**src/rtl/opseq_pkg.sv**
```systemverilog
package opseq_pkg;
   typedef enum logic [1:0] {
      ST_IDLE  = 2'd0,
      ST_EXEC  = 2'd1,
      ST_WAIT  = 2'd2,
      ST_SHIFT = 2'd3
   } seq_st_e;

   localparam logic [3:0] ADR_CNT  = 4'd1;
   localparam logic [3:0] ADR_CLK  = 4'd3;
   localparam logic [3:0] ADR_TX   = 4'd5;
   localparam logic [3:0] ADR_PROG = 4'd7;
   localparam logic [3:0] ADR_STAT = 4'd8;

   localparam logic [3:0] OPG_CTRL = 4'h0;
   localparam logic [3:0] OPG_SEL  = 4'h1;
   localparam logic [3:0] OPG_OUT  = 4'h3;
   localparam logic [3:0] OPG_IN   = 4'h4;
   localparam logic [3:0] OPG_COPY = 4'hC;
   localparam logic [3:0] OPG_JUMP = 4'hE;
endpackage

```
**src/rtl/opseq_clkdiv.sv**
```systemverilog
module opseq_clkdiv #(
   parameter int DIV_W = 12
) (
   input  logic             clk,
   input  logic             rst_n,
   input  logic             run,
   input  logic [DIV_W-1:0] div,
   output logic             tick
);
   logic [DIV_W-1:0] cnt_q;

   assign tick = run && (cnt_q == div);

   always_ff @(posedge clk or negedge rst_n) begin
      if (!rst_n)        cnt_q <= '0;
      else if (!run)     cnt_q <= '0;
      else if (tick)     cnt_q <= '0;
      else               cnt_q <= cnt_q + 1'b1;
   end
endmodule

```
**src/rtl/opseq_shifter.sv**
```systemverilog
module opseq_shifter #(
   parameter int BYTE_W = 8
) (
   input  logic              clk,
   input  logic              rst_n,
   input  logic              start,
   input  logic              abort,
   input  logic [BYTE_W-1:0] tx_byte,
   input  logic              tick,
   input  logic              late,
   input  logic              miso,
   output logic              sck,
   output logic              mosi,
   output logic              busy,
   output logic              done,
   output logic [BYTE_W-1:0] rx_byte
);
   localparam int PH_W   = $clog2(2 * BYTE_W);
   localparam int LAST_P = 2 * BYTE_W - 1;

   logic [BYTE_W-1:0] sh_q;
   logic [PH_W-1:0]   ph_q;

   assign mosi = sh_q[BYTE_W-1];

   always_ff @(posedge clk or negedge rst_n) begin
      if (!rst_n) begin
         sh_q <= '0; ph_q <= '0; busy <= 1'b0; sck <= 1'b0;
         done <= 1'b0; rx_byte <= '0;
      end else begin
         done <= 1'b0;
         if (abort) begin
            busy <= 1'b0; sck <= 1'b0;
         end else if (start) begin
            sh_q <= tx_byte; ph_q <= '0; busy <= 1'b1; sck <= 1'b0;
         end else if (busy && tick) begin
            ph_q <= ph_q + 1'b1;
            if (!ph_q[0]) begin
               sck <= 1'b1;
               if (!late) rx_byte <= {rx_byte[BYTE_W-2:0], miso};
            end else begin
               sck <= 1'b0;
               if (late) rx_byte <= {rx_byte[BYTE_W-2:0], miso};
               if (ph_q == PH_W'(LAST_P)) begin
                  busy <= 1'b0; done <= 1'b1;
               end else begin
                  sh_q <= {sh_q[BYTE_W-2:0], 1'b0};
               end
            end
         end
      end
   end

   assert_sck_in_byte_R10: assert property (@(posedge clk) disable iff (!rst_n)
      sck |-> busy);
endmodule

```
**src/rtl/opseq_loopctr.sv**
```systemverilog
module opseq_loopctr #(
   parameter int CNT_W = 8
) (
   input  logic             clk,
   input  logic             rst_n,
   input  logic             load,
   input  logic [CNT_W-1:0] load_cnt,
   input  logic             load_reload,
   input  logic             take,
   output logic             taken
);
   logic [CNT_W-1:0] cfg_q, cnt_q;
   logic             rel_q;

   assign taken = take && (cnt_q != '0);

   always_ff @(posedge clk or negedge rst_n) begin
      if (!rst_n) begin
         cfg_q <= '0; cnt_q <= '0; rel_q <= 1'b0;
      end else if (load) begin
         cfg_q <= load_cnt; cnt_q <= load_cnt; rel_q <= load_reload;
      end else if (take) begin
         if (cnt_q != '0) cnt_q <= cnt_q - 1'b1;
         else if (rel_q)  cnt_q <= cfg_q;
      end
   end

   assert_loop_dec_R4: assert property (@(posedge clk) disable iff (!rst_n)
      (take && !load && cnt_q != '0) |=> (cnt_q == $past(cnt_q) - 1'b1));
   assert_reload_R5: assert property (@(posedge clk) disable iff (!rst_n)
      (take && !load && cnt_q == '0 && rel_q) |=> (cnt_q == cfg_q));
endmodule

```
**src/rtl/opseq_spi_master.sv**
```systemverilog
module opseq_spi_master
   import opseq_pkg::*;
#(
   parameter int NCS          = 4,
   parameter int DIV_W        = 12,
   parameter int LOOP_W       = 8,
   parameter bit HAS_RX_DELAY = 1'b1
) (
   input  logic           clk,
   input  logic           rst_n,
   input  logic           wr_en,
   input  logic [3:0]     wr_addr,
   input  logic [63:0]    wr_data,
   input  logic           rx_pop,
   output logic [63:0]    status,
   output logic [63:0]    rx_data,
   output logic           sck,
   output logic           mosi,
   input  logic           miso,
   output logic [NCS-1:0] cs_n
);
   localparam int BYTE_W  = 8;
   localparam int SLOTS   = 8;
   localparam int PC_W    = $clog2(SLOTS);
   localparam int MAXB    = 64 / BYTE_W;
   localparam int LEFT_W  = $clog2(MAXB) + 1;

   if (NCS < 1 || NCS > 15) begin : g_bad_ncs
      $error("NCS must lie in 1..15");
   end
   if (DIV_W < 1 || DIV_W > 12) begin : g_bad_div
      $error("DIV_W must lie in 1..12");
   end
   if (LOOP_W < 1 || LOOP_W > 8) begin : g_bad_loop
      $error("LOOP_W must lie in 1..8");
   end

   seq_st_e            st_q, adv_st;
   logic [63:0]        prog_q, tx_q, rx_q, acc_q;
   logic [PC_W-1:0]    pc_q, adv_pc;
   logic               tx_full_q, rx_full_q, txu_q, txo_q, rxu_q, rxo_q;
   logic               impl_q, nodel_q, dir_in_q;
   logic [DIV_W-1:0]   div_q;
   logic [3:0]         tgt_q;
   logic [LEFT_W-1:0]  left_q;
   logic [PC_W-1:0]    bidx_q;

   logic [7:0] op;
   logic [3:0] op_hi, op_lo;
   logic [LEFT_W-1:0] op_n;
   logic [7:0] st_code;
   logic in_exec, jump_req, jump_taken, copy_fire, clr_all, sh_ready, sh_start;
   logic sh_busy, sh_done, sh_tick, sh_late;
   logic [BYTE_W-1:0] sh_tx, sh_rx;

   assign op      = prog_q[{~pc_q, 3'b000} +: 8];
   assign op_hi   = op[7:4];
   assign op_lo   = op[3:0];
   assign op_n    = (op_lo > 4'(MAXB)) ? LEFT_W'(MAXB) : LEFT_W'(op_lo);
   assign in_exec = (st_q == ST_EXEC);
   assign jump_req  = in_exec && (op_hi == OPG_JUMP);
   assign copy_fire = in_exec && (op == {OPG_COPY, 4'h0});
   assign clr_all   = wr_en && (wr_addr == ADR_STAT) && (wr_data == 64'd0);
   assign sh_ready  = dir_in_q ? !rx_full_q : (tx_full_q || impl_q);
   assign sh_start  = (st_q == ST_WAIT) && sh_ready && !clr_all;
   assign sh_tx     = dir_in_q ? '0 : tx_q[{~bidx_q, 3'b000} +: 8];
   assign adv_st    = (pc_q == PC_W'(SLOTS - 1)) ? ST_IDLE : ST_EXEC;
   assign adv_pc    = (pc_q == PC_W'(SLOTS - 1)) ? '0 : pc_q + 1'b1;

   if (HAS_RX_DELAY) begin : g_dly
      assign sh_late = ~nodel_q;
   end else begin : g_nodly
      assign sh_late = 1'b0;
   end

   for (genvar k = 0; k < NCS; k++) begin : g_cs
      assign cs_n[k] = (tgt_q != 4'(k + 1));
   end

   opseq_clkdiv #(.DIV_W(DIV_W)) i_div (
      .clk(clk), .rst_n(rst_n), .run(sh_busy), .div(div_q), .tick(sh_tick));

   opseq_shifter #(.BYTE_W(BYTE_W)) i_shf (
      .clk(clk), .rst_n(rst_n), .start(sh_start), .abort(clr_all),
      .tx_byte(sh_tx), .tick(sh_tick), .late(sh_late), .miso(miso),
      .sck(sck), .mosi(mosi), .busy(sh_busy), .done(sh_done), .rx_byte(sh_rx));

   opseq_loopctr #(.CNT_W(LOOP_W)) i_loop (
      .clk(clk), .rst_n(rst_n),
      .load(wr_en && wr_addr == ADR_CNT),
      .load_cnt(wr_data[32 +: LOOP_W]), .load_reload(wr_data[11]),
      .take(jump_req), .taken(jump_taken));

   always_comb begin
      unique case (st_q)
         ST_IDLE:  st_code = 8'h01;
         ST_EXEC:  st_code = 8'h02;
         ST_WAIT:  st_code = 8'h04;
         default:  st_code = 8'h08;
      endcase
   end

   assign status  = {rx_full_q, rxo_q, rxu_q, 1'b0, tx_full_q, txo_q, txu_q, 1'b0,
                     st_code, 48'd0};
   assign rx_data = rx_q;

   always_ff @(posedge clk or negedge rst_n) begin
      if (!rst_n) begin
         st_q <= ST_IDLE; pc_q <= '0; prog_q <= '0; tx_q <= '0; rx_q <= '0;
         acc_q <= '0; tx_full_q <= 1'b0; rx_full_q <= 1'b0;
         txu_q <= 1'b0; txo_q <= 1'b0; rxu_q <= 1'b0; rxo_q <= 1'b0;
         impl_q <= 1'b0; nodel_q <= 1'b1; div_q <= '0; tgt_q <= '0;
         dir_in_q <= 1'b0; left_q <= '0; bidx_q <= '0;
      end else begin
         if (rx_pop) begin
            if (rx_full_q) rx_full_q <= 1'b0;
            else           rxu_q <= 1'b1;
         end
         unique case (st_q)
            ST_EXEC: begin
               unique case (op_hi)
                  OPG_CTRL: begin
                     if (op_lo == 4'h0) begin st_q <= ST_IDLE; pc_q <= '0; end
                     else begin st_q <= adv_st; pc_q <= adv_pc; end
                  end
                  OPG_SEL: begin
                     tgt_q <= op_lo; st_q <= adv_st; pc_q <= adv_pc;
                  end
                  OPG_OUT, OPG_IN: begin
                     if (op_lo == 4'h0) begin st_q <= adv_st; pc_q <= adv_pc; end
                     else begin
                        left_q <= op_n; bidx_q <= '0; acc_q <= '0;
                        dir_in_q <= (op_hi == OPG_IN); st_q <= ST_WAIT;
                     end
                  end
                  OPG_JUMP: begin
                     if (jump_taken) pc_q <= op_lo[PC_W-1:0];
                     else begin st_q <= adv_st; pc_q <= adv_pc; end
                  end
                  default: begin
                     if (copy_fire) begin
                        if (!tx_full_q) txu_q <= 1'b1;
                        if (rx_full_q)  rxo_q <= 1'b1;
                        rx_q <= tx_q; rx_full_q <= 1'b1; tx_full_q <= 1'b0;
                     end
                     st_q <= adv_st; pc_q <= adv_pc;
                  end
               endcase
            end
            ST_WAIT: if (sh_start) st_q <= ST_SHIFT;
            ST_SHIFT: begin
               if (sh_done) begin
                  bidx_q <= bidx_q + 1'b1;
                  left_q <= left_q - 1'b1;
                  if (dir_in_q) acc_q <= {acc_q[55:0], sh_rx};
                  if (left_q == LEFT_W'(1)) begin
                     if (dir_in_q) begin
                        rx_q <= {acc_q[55:0], sh_rx}; rx_full_q <= 1'b1;
                     end else if (!impl_q) begin
                        tx_full_q <= 1'b0;
                     end
                     st_q <= adv_st; pc_q <= adv_pc;
                  end else begin
                     st_q <= ST_WAIT;
                  end
               end
            end
            default: ;
         endcase
         if (wr_en) begin
            unique case (wr_addr)
               ADR_CLK: begin div_q <= wr_data[52 +: DIV_W]; nodel_q <= wr_data[51]; end
               ADR_CNT: impl_q <= wr_data[10];
               ADR_TX: begin
                  if (tx_full_q) txo_q <= 1'b1;
                  else begin tx_q <= wr_data; tx_full_q <= 1'b1; end
               end
               ADR_PROG: if (st_q == ST_IDLE) begin
                  prog_q <= wr_data; pc_q <= '0; st_q <= ST_EXEC;
               end
               ADR_STAT: if (clr_all) begin
                  txu_q <= 1'b0; txo_q <= 1'b0; rxu_q <= 1'b0; rxo_q <= 1'b0;
                  st_q <= ST_IDLE; pc_q <= '0;
               end
               default: ;
            endcase
         end
      end
   end

   assert_cs_onehot_R3: assert property (@(posedge clk) disable iff (!rst_n)
      $onehot0(~cs_n));
   assert_idle_quiet_R1: assert property (@(posedge clk) disable iff (!rst_n)
      (st_q == ST_IDLE) |-> !sck);
   assert_rx_hold_R11: assert property (@(posedge clk) disable iff (!rst_n)
      (rx_full_q && !rx_pop && !copy_fire) |=> $stable(rx_q));
   assert_stall_no_clock_R11: assert property (@(posedge clk) disable iff (!rst_n)
      (st_q == ST_WAIT && dir_in_q && rx_full_q) |=> !sh_busy);
endmodule

```
**config.mk**
```make
export PLATFORM = sky130hd
export DESIGN_NAME = opseq_spi_master
export DESIGN_NICKNAME = d
export VERILOG_FILES = /design/src/rtl/opseq_pkg.sv /design/src/rtl/opseq_clkdiv.sv /design/src/rtl/opseq_shifter.sv /design/src/rtl/opseq_loopctr.sv /design/src/rtl/opseq_spi_master.sv
export SDC_FILE = /design/constraint.sdc
export NUM_CORES = 1
export LEC_CHECK = 0
export BUFFER_PORTS_ARGS = -buffer_cell sky130_fd_sc_hd__buf_2
export CELL_PAD_IN_SITES_DETAIL_PLACEMENT = 0
export CELL_PAD_IN_SITES_GLOBAL_PLACEMENT = 1
export CORE_UTILIZATION = 29
export CTS_CLUSTER_DIAMETER = 30
export DETAILED_ROUTE_END_ITERATION = 8
export PLACE_DENSITY_LB_ADDON = 0.12
export SYNTH_ARGS = -nofsm -noshare
export SYNTH_HDL_FRONTEND = slang
export SYNTH_SLANG_ARGS = --single-unit
```
**constraint.sdc**
```tcl
create_clock -name clk -period 3 [get_ports clk]
set_input_delay 0.45 -clock clk [delete_from_list [all_inputs] [get_ports clk]]
set_output_delay 0.45 -clock clk [all_outputs]
set_load 0.05 [all_outputs]
```
# Word-level counts from Yosys, hierarchy flattened
# Index checks and enable logic that the tools add are counted.
[word_totals] regBits=337 in_bits=73 out_inout_bits=134 word_cells=236
[classes] addsub=6 n_lt_le_gt_ge=1 eq_ne=32 n_shift=2 muxes=115 n_bitwise=6 n_reduce_logical=45
[ops] cell="$mux W64" count=5
[ops] cell="$mux W56" count=3
[ops] cell="$pmux W64 S2" count=1
[ops] cell="$shiftx A64 B7 Y8" count=2
[ops] cell="$pmux W56 S2" count=1
[ops] cell="$mux W8" count=12
[ops] cell="$logic_not A64 Y1" count=1
[ops] cell="$mux W1" count=53
[ops] cell="$mux W3" count=12
[ops] cell="$mux W12" count=2
[ops] cell="$mux W4" count=6
[ops] cell="$pmux W3 S2" count=3
[ops] cell="$mux W2" count=8
[ops] cell="$ne A2 B2 Y1 const B" count=7
[ops] cell="$add A12 B1 Y12 const B" count=1
[ops] cell="$eq A12 B12 Y1" count=1
[ops] cell="$eq A4 B1 Y1 const B" count=3
[ops] cell="$eq A4 B3 Y1 const B" count=3
[ops] cell="$eq A4 B4 Y1 const B" count=3
[ops] cell="$pmux W2 S3" count=2
[ops] cell="$pmux W4 S3" count=1
[ops] cell="$reduce_and A3 Y1" count=4
[ops] cell="$reduce_and A4 Y1" count=3
[ops] cell="$reduce_bool A2 Y1" count=6
[ops] cell="other kinds (32)" count=64

# Logic depth before layout (Yosys ltp)
[depth] ltp_word=11 mapped_depth=12 depth_no_buf=9

# Cells and area by module
# Synthesis repeated with hierarchy kept, for this count alone.
[unflattened] hier_cells=1274 area_unflattened_um2=16087.9
[by_module_without_submodules] module="opseq_spi_master" n_inst=1 cells_each=1005 area_per_inst_um2=13126.3 seq_area_each_um2=7133.1
[by_module_without_submodules] module="opseq_shifter" n_inst=1 cells_each=88 area_per_inst_um2=1119.8 seq_area_each_um2=575.6
[by_module_without_submodules] module="opseq_loopctr" n_inst=1 cells_each=104 area_per_inst_um2=1009.7 seq_area_each_um2=425.4
[by_module_without_submodules] module="opseq_clkdiv" n_inst=1 cells_each=77 area_per_inst_um2=832.0 seq_area_each_um2=300.3

# Worst setup path before layout
# No wires, ideal clock.
[synth_timing] kind="flip-flop to flip-flop" start="register st_q[1]" end="register i_shf.sh_q[1]" setup_ns=0.132 arrival_ns=2.717 t_required_ns=2.868 slack_ns=0.151 path_stages_with_launch=8 path_buffers=2 period_less_slack_ns=2.849 path_cell_list="dfrtp_1 -> clkbuf_1 -> nor2b_1 -> o311ai_0 -> nor2_1 -> buf_1 -> mux2i_1 -> o21ai_1"
[synth_between] elab_chain_len=5 elab_cells_between_ends=8 classes_between="2 x eq/ne; 1 x mux; 5 x reduce/logical"
[synth_lines] element="start: declaration" line="opseq_spi_master.sv:38" rtl="seq_st_e st_q, adv_st;"
[synth_lines] element="start signal: assignment" line="opseq_spi_master.sv:124" rtl="else begin st_q <= adv_st; pc_q <= adv_pc; end"
[synth_lines] element="start signal: assignment" line="opseq_spi_master.sv:127" rtl="tgt_q <= op_lo; st_q <= adv_st; pc_q <= adv_pc;"
[synth_lines] element="start signal: assignment" line="opseq_spi_master.sv:130" rtl="if (op_lo == 4'h0) begin st_q <= adv_st; pc_q <= adv_pc; end"
[synth_lines] element="$eq A2 B2 Y1 *" line="opseq_spi_master.sv:65" rtl="assign sh_start = (st_q == ST_WAIT) && sh_ready && !clr_all;"
[synth_lines] element="$logic_and A1 B1 Y1 * (2 in series)" line="opseq_spi_master.sv:65"
[synth_lines] element="$ne A2 B1 Y1 (no line) or $reduce_bool A2 Y1 (tied branches)"
[synth_lines] element="$reduce_and A4 Y1 (no line)"
[synth_lines] element="end signal: assignment" line="opseq_shifter.sv:47" rtl="sh_q <= {sh_q[BYTE_W-2:0], 1'b0};"
[synth_lines] element="end: declaration" line="opseq_shifter.sv:21" rtl="logic [BYTE_W-1:0] sh_q;"
# Mark *: on every way between the ends. The rest lies on a longest branch, timed or not.
# A chain may end at the register's enable or synchronous reset.

# Worst setup path in the final report
[layout_timing] start="register pc_q[0]" end="register pc_q[0]"
[layout_between] elab_chain_len=11 elab_cells_between_ends=24 classes_between="1 x add/sub; 4 x eq/ne; 1 x shift; 12 x mux; 1 x bitwise; 5 x reduce/logical"
[layout_lines] element="start: declaration" line="opseq_spi_master.sv:40" rtl="logic [PC_W-1:0] pc_q, adv_pc;"
[layout_lines] element="start signal: assignment" line="opseq_spi_master.sv:124"
[layout_lines] element="start signal: assignment" line="opseq_spi_master.sv:127"
[layout_lines] element="start signal: assignment" line="opseq_spi_master.sv:130"
[layout_lines] element="$not A3 Y3" line="opseq_spi_master.sv:56" rtl="assign op = prog_q[{~pc_q, 3'b000} +: 8];"
[layout_lines] element="$shiftx A64 B7 Y8" line="opseq_spi_master.sv:56"
[layout_lines] element="$eq A4 B4 Y1" line="opseq_spi_master.sv:61, opseq_spi_master.sv:121"
[layout_lines] element="$logic_and A1 B1 Y1" line="opseq_spi_master.sv:61" rtl="assign jump_req = in_exec && (op_hi == OPG_JUMP);"
[layout_lines] element="$logic_and A1 B1 Y1" line="opseq_loopctr.sv:15" rtl="assign taken = take && (cnt_q != '0);"
[layout_lines] element="$mux W3" line="opseq_spi_master.sv:137" rtl="if (jump_taken) pc_q <= op_lo[PC_W-1:0];"
[layout_lines] element="$pmux W3 S3" line="opseq_spi_master.sv:121" rtl="unique case (op_hi)"
[layout_lines] element="$pmux W3 S2 *" line="opseq_spi_master.sv:119" rtl="unique case (st_q)"
[layout_lines] element="$mux W3 (on tied branches)" line="opseq_spi_master.sv:181, opseq_spi_master.sv:178"
[layout_lines] element="$pmux W3 S2" line="opseq_spi_master.sv:171" rtl="unique case (wr_addr)"
[layout_lines] element="$mux W3 *" line="opseq_spi_master.sv:170" rtl="if (wr_en) begin"
# Marks and branches as above.

==> reports/qor.yml <==
setup_path:
  crit_start: "pc_q[0]$_DFF_PN0_"
  reg2reg_from: "pc_q[0]$_DFF_PN0_"
  endpoint_kind: "flop"
  crit_arrival_ns: 3.37
  critPathKind: "reg -> reg"
  r2r_setup_slack_ns: 0.14
  required_ns: 3.51
  startpoint_type: "flop"
  crit_path_max_fanout: 19
global_route:
  grt_pass1_wl_um: 80400
  antenna_found_initial: 0
  grt_max_degree: 71
  grt_pass1_vias: 11900
  grt_overflow: 0
  grt_util_all_layers_pct: 19.6
placed_design:
  place_ws_ns: 0.0624
  gp_congestion: 0.791
  post-dp-hpwl_um: 38800
  postPlaceCellArea_mm2: 0.0174
  portBuffers: 152
synth:
  synth_flop_cell: "dfrtp_1"
  synth_cells: 1270
  synth_seq_area_share_pct: 53.7
  ys_ff_latch: 337
  async_flop_share_pct: 100
  synth.distinct_cells: 66
  yosysWarnings: 0
  synth_edf_count: 0
  synth_area_per_cell_um2: 12.4
  synthesis.area_mm2: 0.0157
timing:
  tns_ns: 0
  fmax_mhz: 350
  period_share_pct: 95.3
  skew_ns: 0.0284
  slew_headroom_pct: 47.4
  setup_viol: 0
  finalWorstSetupSlack_ns: 0.140
  worst_slew_pin_slew_ns: 0.785
  finalHoldViolCount: 0
  rsz0062_at_grt: "no"
  min_period_ns: 2.86
  slew_violations: 0
floorplan:
  die_w_um: 235
  fp.dieArea_mm2: 0.0551
  num_io_pins: 207
  initial_core_util_pct: 29.6
  fp.dieH_um: 235
  core_area_mm2: 0.0531
  rows: 84
clocking:
  clk-insertion-delay-late_ns: 0.62
  cts-htree-levels: 3
  cts-buffers-inserted: 94
  clockBufferDepth: 3
  cts.sinks: 337
  postCtsSetupBuffers: 0
  cts_tree: "yes"
  cts-root-buf: "clkbuf_16"
  clkTransAtPathRegs_ns: 0.05
route:
  routed_via_density: 5.01
  drt-initial-drc-count: 696
  postRouteAntennaNets: 0
  drcViolationCount: 0
  num_vias: 11300
  drt_first_pass_iters: 5
  wl_per_cell_um: 23.8
  wirelength_um: 53800
pwr:
  pwr-share-clk_pct: 60.8
  share_seq_of_total_power_pct: 30.4
  p_comb_share_pct: 8.8
  p_sw_mw: 4.17
  p_per_area_mw_per_mm2: 787
  p_sw_share_pct: 25.6
  power_leakage_nw: 9.80
  p_int_mw: 12.1
  ir_drop_mv: 0.413
layout:
  seq_area_mm2: 0.00843
  antenna_cells: 0
  multi_input_area_mm2: 0.00670
  syn2layout_area_growth_pct: 31.8
  drive_gt1_share_pct: 37.7
  design_area_mm2: 0.0207
  num-fill-cells: 5083
  final_net_count: 1578
worst_hold_path:
  hold_path.class: "in -> reg"
  hold_path.startpoint: "miso"
run:
  cap_viol_max_count: 0
run_status:
  status: "complete, no violations"
## stage by stage
| step | power (mW) | util (%) | std cells | hold slack, ns |
|---|---|---|---|---|
| finish | 16.3 | 39.0 | 2263 | 0.0672 |
| global route | 16.9 | 39.0 | 2263 | 0.0658 |
| CTS | 16.5 | 38.9 | 2263 | 0.0462 |
| detailed placement | 6.48 | 32.9 | 2087 | 0.465 |
| global placement | 6.46 | 32.9 | 2087 | 0.457 |
| floorplan | 5.90 | - | 1323 | 0.154 |
## cell usage in the layout (no fill, tap or decap), types with 11 or more instances in the layout
cell	synthesis	final
o21ai_1	13	13
clkbuf_1	62	14
nor2_1	57	56
buf_4	66	54
a21oi_1	27	25
dfrtp_1	336	336
nand2_1	87	85
xor2_1	13	13
inv_1	11	11
buf_2	9	151
mux2_2	160	160
xnor2_1	12	12
mux2i_1	35	30
o2bb2ai_1	64	64
clkbuf_8	0	18
a22oi_1	66	66
a22o_1	57	57
mux4_2	27	27
nor3_1	13	11
nand3_1	16	16
nor4_1	16	16
clkinv_2	0	18
buf_12	0	13
clkinvlp_4	0	11
clkbuf_16	0	96
conb_1	1	54
## worst paths after layout
kind | to | cells past startpoint
min reg2reg | i_loop.cfg_q[3]$_DFFE_PN0P_ | 2
max | pc_q[0]$_DFF_PN0_ | 8
min in group asynchronous | rxo_q$_DFF_PN0_ | 2
max in group asynchronous | rx_data[9]$_DFFE_PN0P_ | 3
min | i_shf.rx_byte[0]$_DFFE_PN0P_ | 2
max reg2reg | pc_q[0]$_DFF_PN0_ | 8
## area by class of cell
type,count,area share (%)
sequential,337,40.8
multi-input combinational,830,32.3
clock buffer,128,13.1
timing repair buffer,220,6.99
tap,688,4.16
clock inverter,47,2.45
inverter,13,0.236
## Yosys cell counts (6+ instances only)
master     number  share of area, %
a21oi_1        27              0.86
mux2_2        160                11
inv_1          11              0.26
mux4_2         27               3.9
nand3_1        16              0.51
clkbuf_1       62               1.5
xnor2_1        12              0.67
o21ai_1        13              0.41
xor2_1         13              0.72
nor2_1         57               1.4
mux2i_1        35               2.2
nand4_1         8              0.32
a22oi_1        66               3.2
a22o_1         57               3.2
o2bb2ai_1      64               3.6
nor4_1         16              0.64
or3_1           6              0.24
ha_1            9              0.72
buf_4          66               3.2
buf_2           9              0.29
dfrtp_1       336                54
nand2_1        87               2.1
and3_1          7              0.28
o21ai_0         9              0.29
nor3_1         13              0.41
## critical path, cell delays in order (launching register included)
cell and delay (ns):
dfrtp_1 0.38, buf_12 0.21, mux2i_1 0.30, nand2_1 0.09, mux4_2 0.53, or2_4 0.30, and3_2 0.25, or4_1 0.50
a211oi_2 0.20
## timing repair
item                                    in CTS  in global routing
resized for setup                            0                 10
endpoints found under the setup margin       0                 88
hold endpoints to repair                    58                  0
hold buffers                                 1                  0
## cells by family after synthesis
logic type	after synthesis	synth area share [%]
other	1	0.0239
AO/OA/AOI/OAI	277	13.6
XOR/XNOR	25	1.39
flip-flops	337	53.7
multiplexers	223	17.7
buffers and inverters	156	5.47
AND/OR/NAND/NOR	242	7.43
adder cells (fa/ha/maj)	9	0.717
## power by group through the flow
stage          clock network, mW  registers, mW  logic (mW)
2_1_floorplan                  0           4.95       0.946
3_3_place_gp                   0           5.02        1.44
3_5_place_dp                   0           5.02        1.45
4_1_cts                     10.1           4.96        1.46
5_1_grt                     10.3           4.99        1.58
6_report                    9.91           4.96        1.43
## state kept, by name (all words and copies together) (netlist names), 2 cells and up
signal         cells
acc_q             56
bidx_q             3
pc_q               3
i_loop.cnt_q       8
st_q               2
tgt_q              4
left_q             4
tx_q              64
div_q             12
i_loop.cfg_q       8
rx_data           64
i_shf.rx_byte      8
prog_q            64
i_div.cnt_q       12
i_shf.sh_q         8
i_shf.ph_q         4
## routing by layer
metal	share of wire, %	wire (um)	vias to the layer above	global-route usage [%]
li1	-	-	5137	-
met1	46	24500	5865	26.4
met2	50	26700	266	32.4
met3	3.1	1650	60	3.16
met4	1.8	947	0	6.20
met5	0	0	-	0
Note: power is estimated with default switching activity, not from simulation.
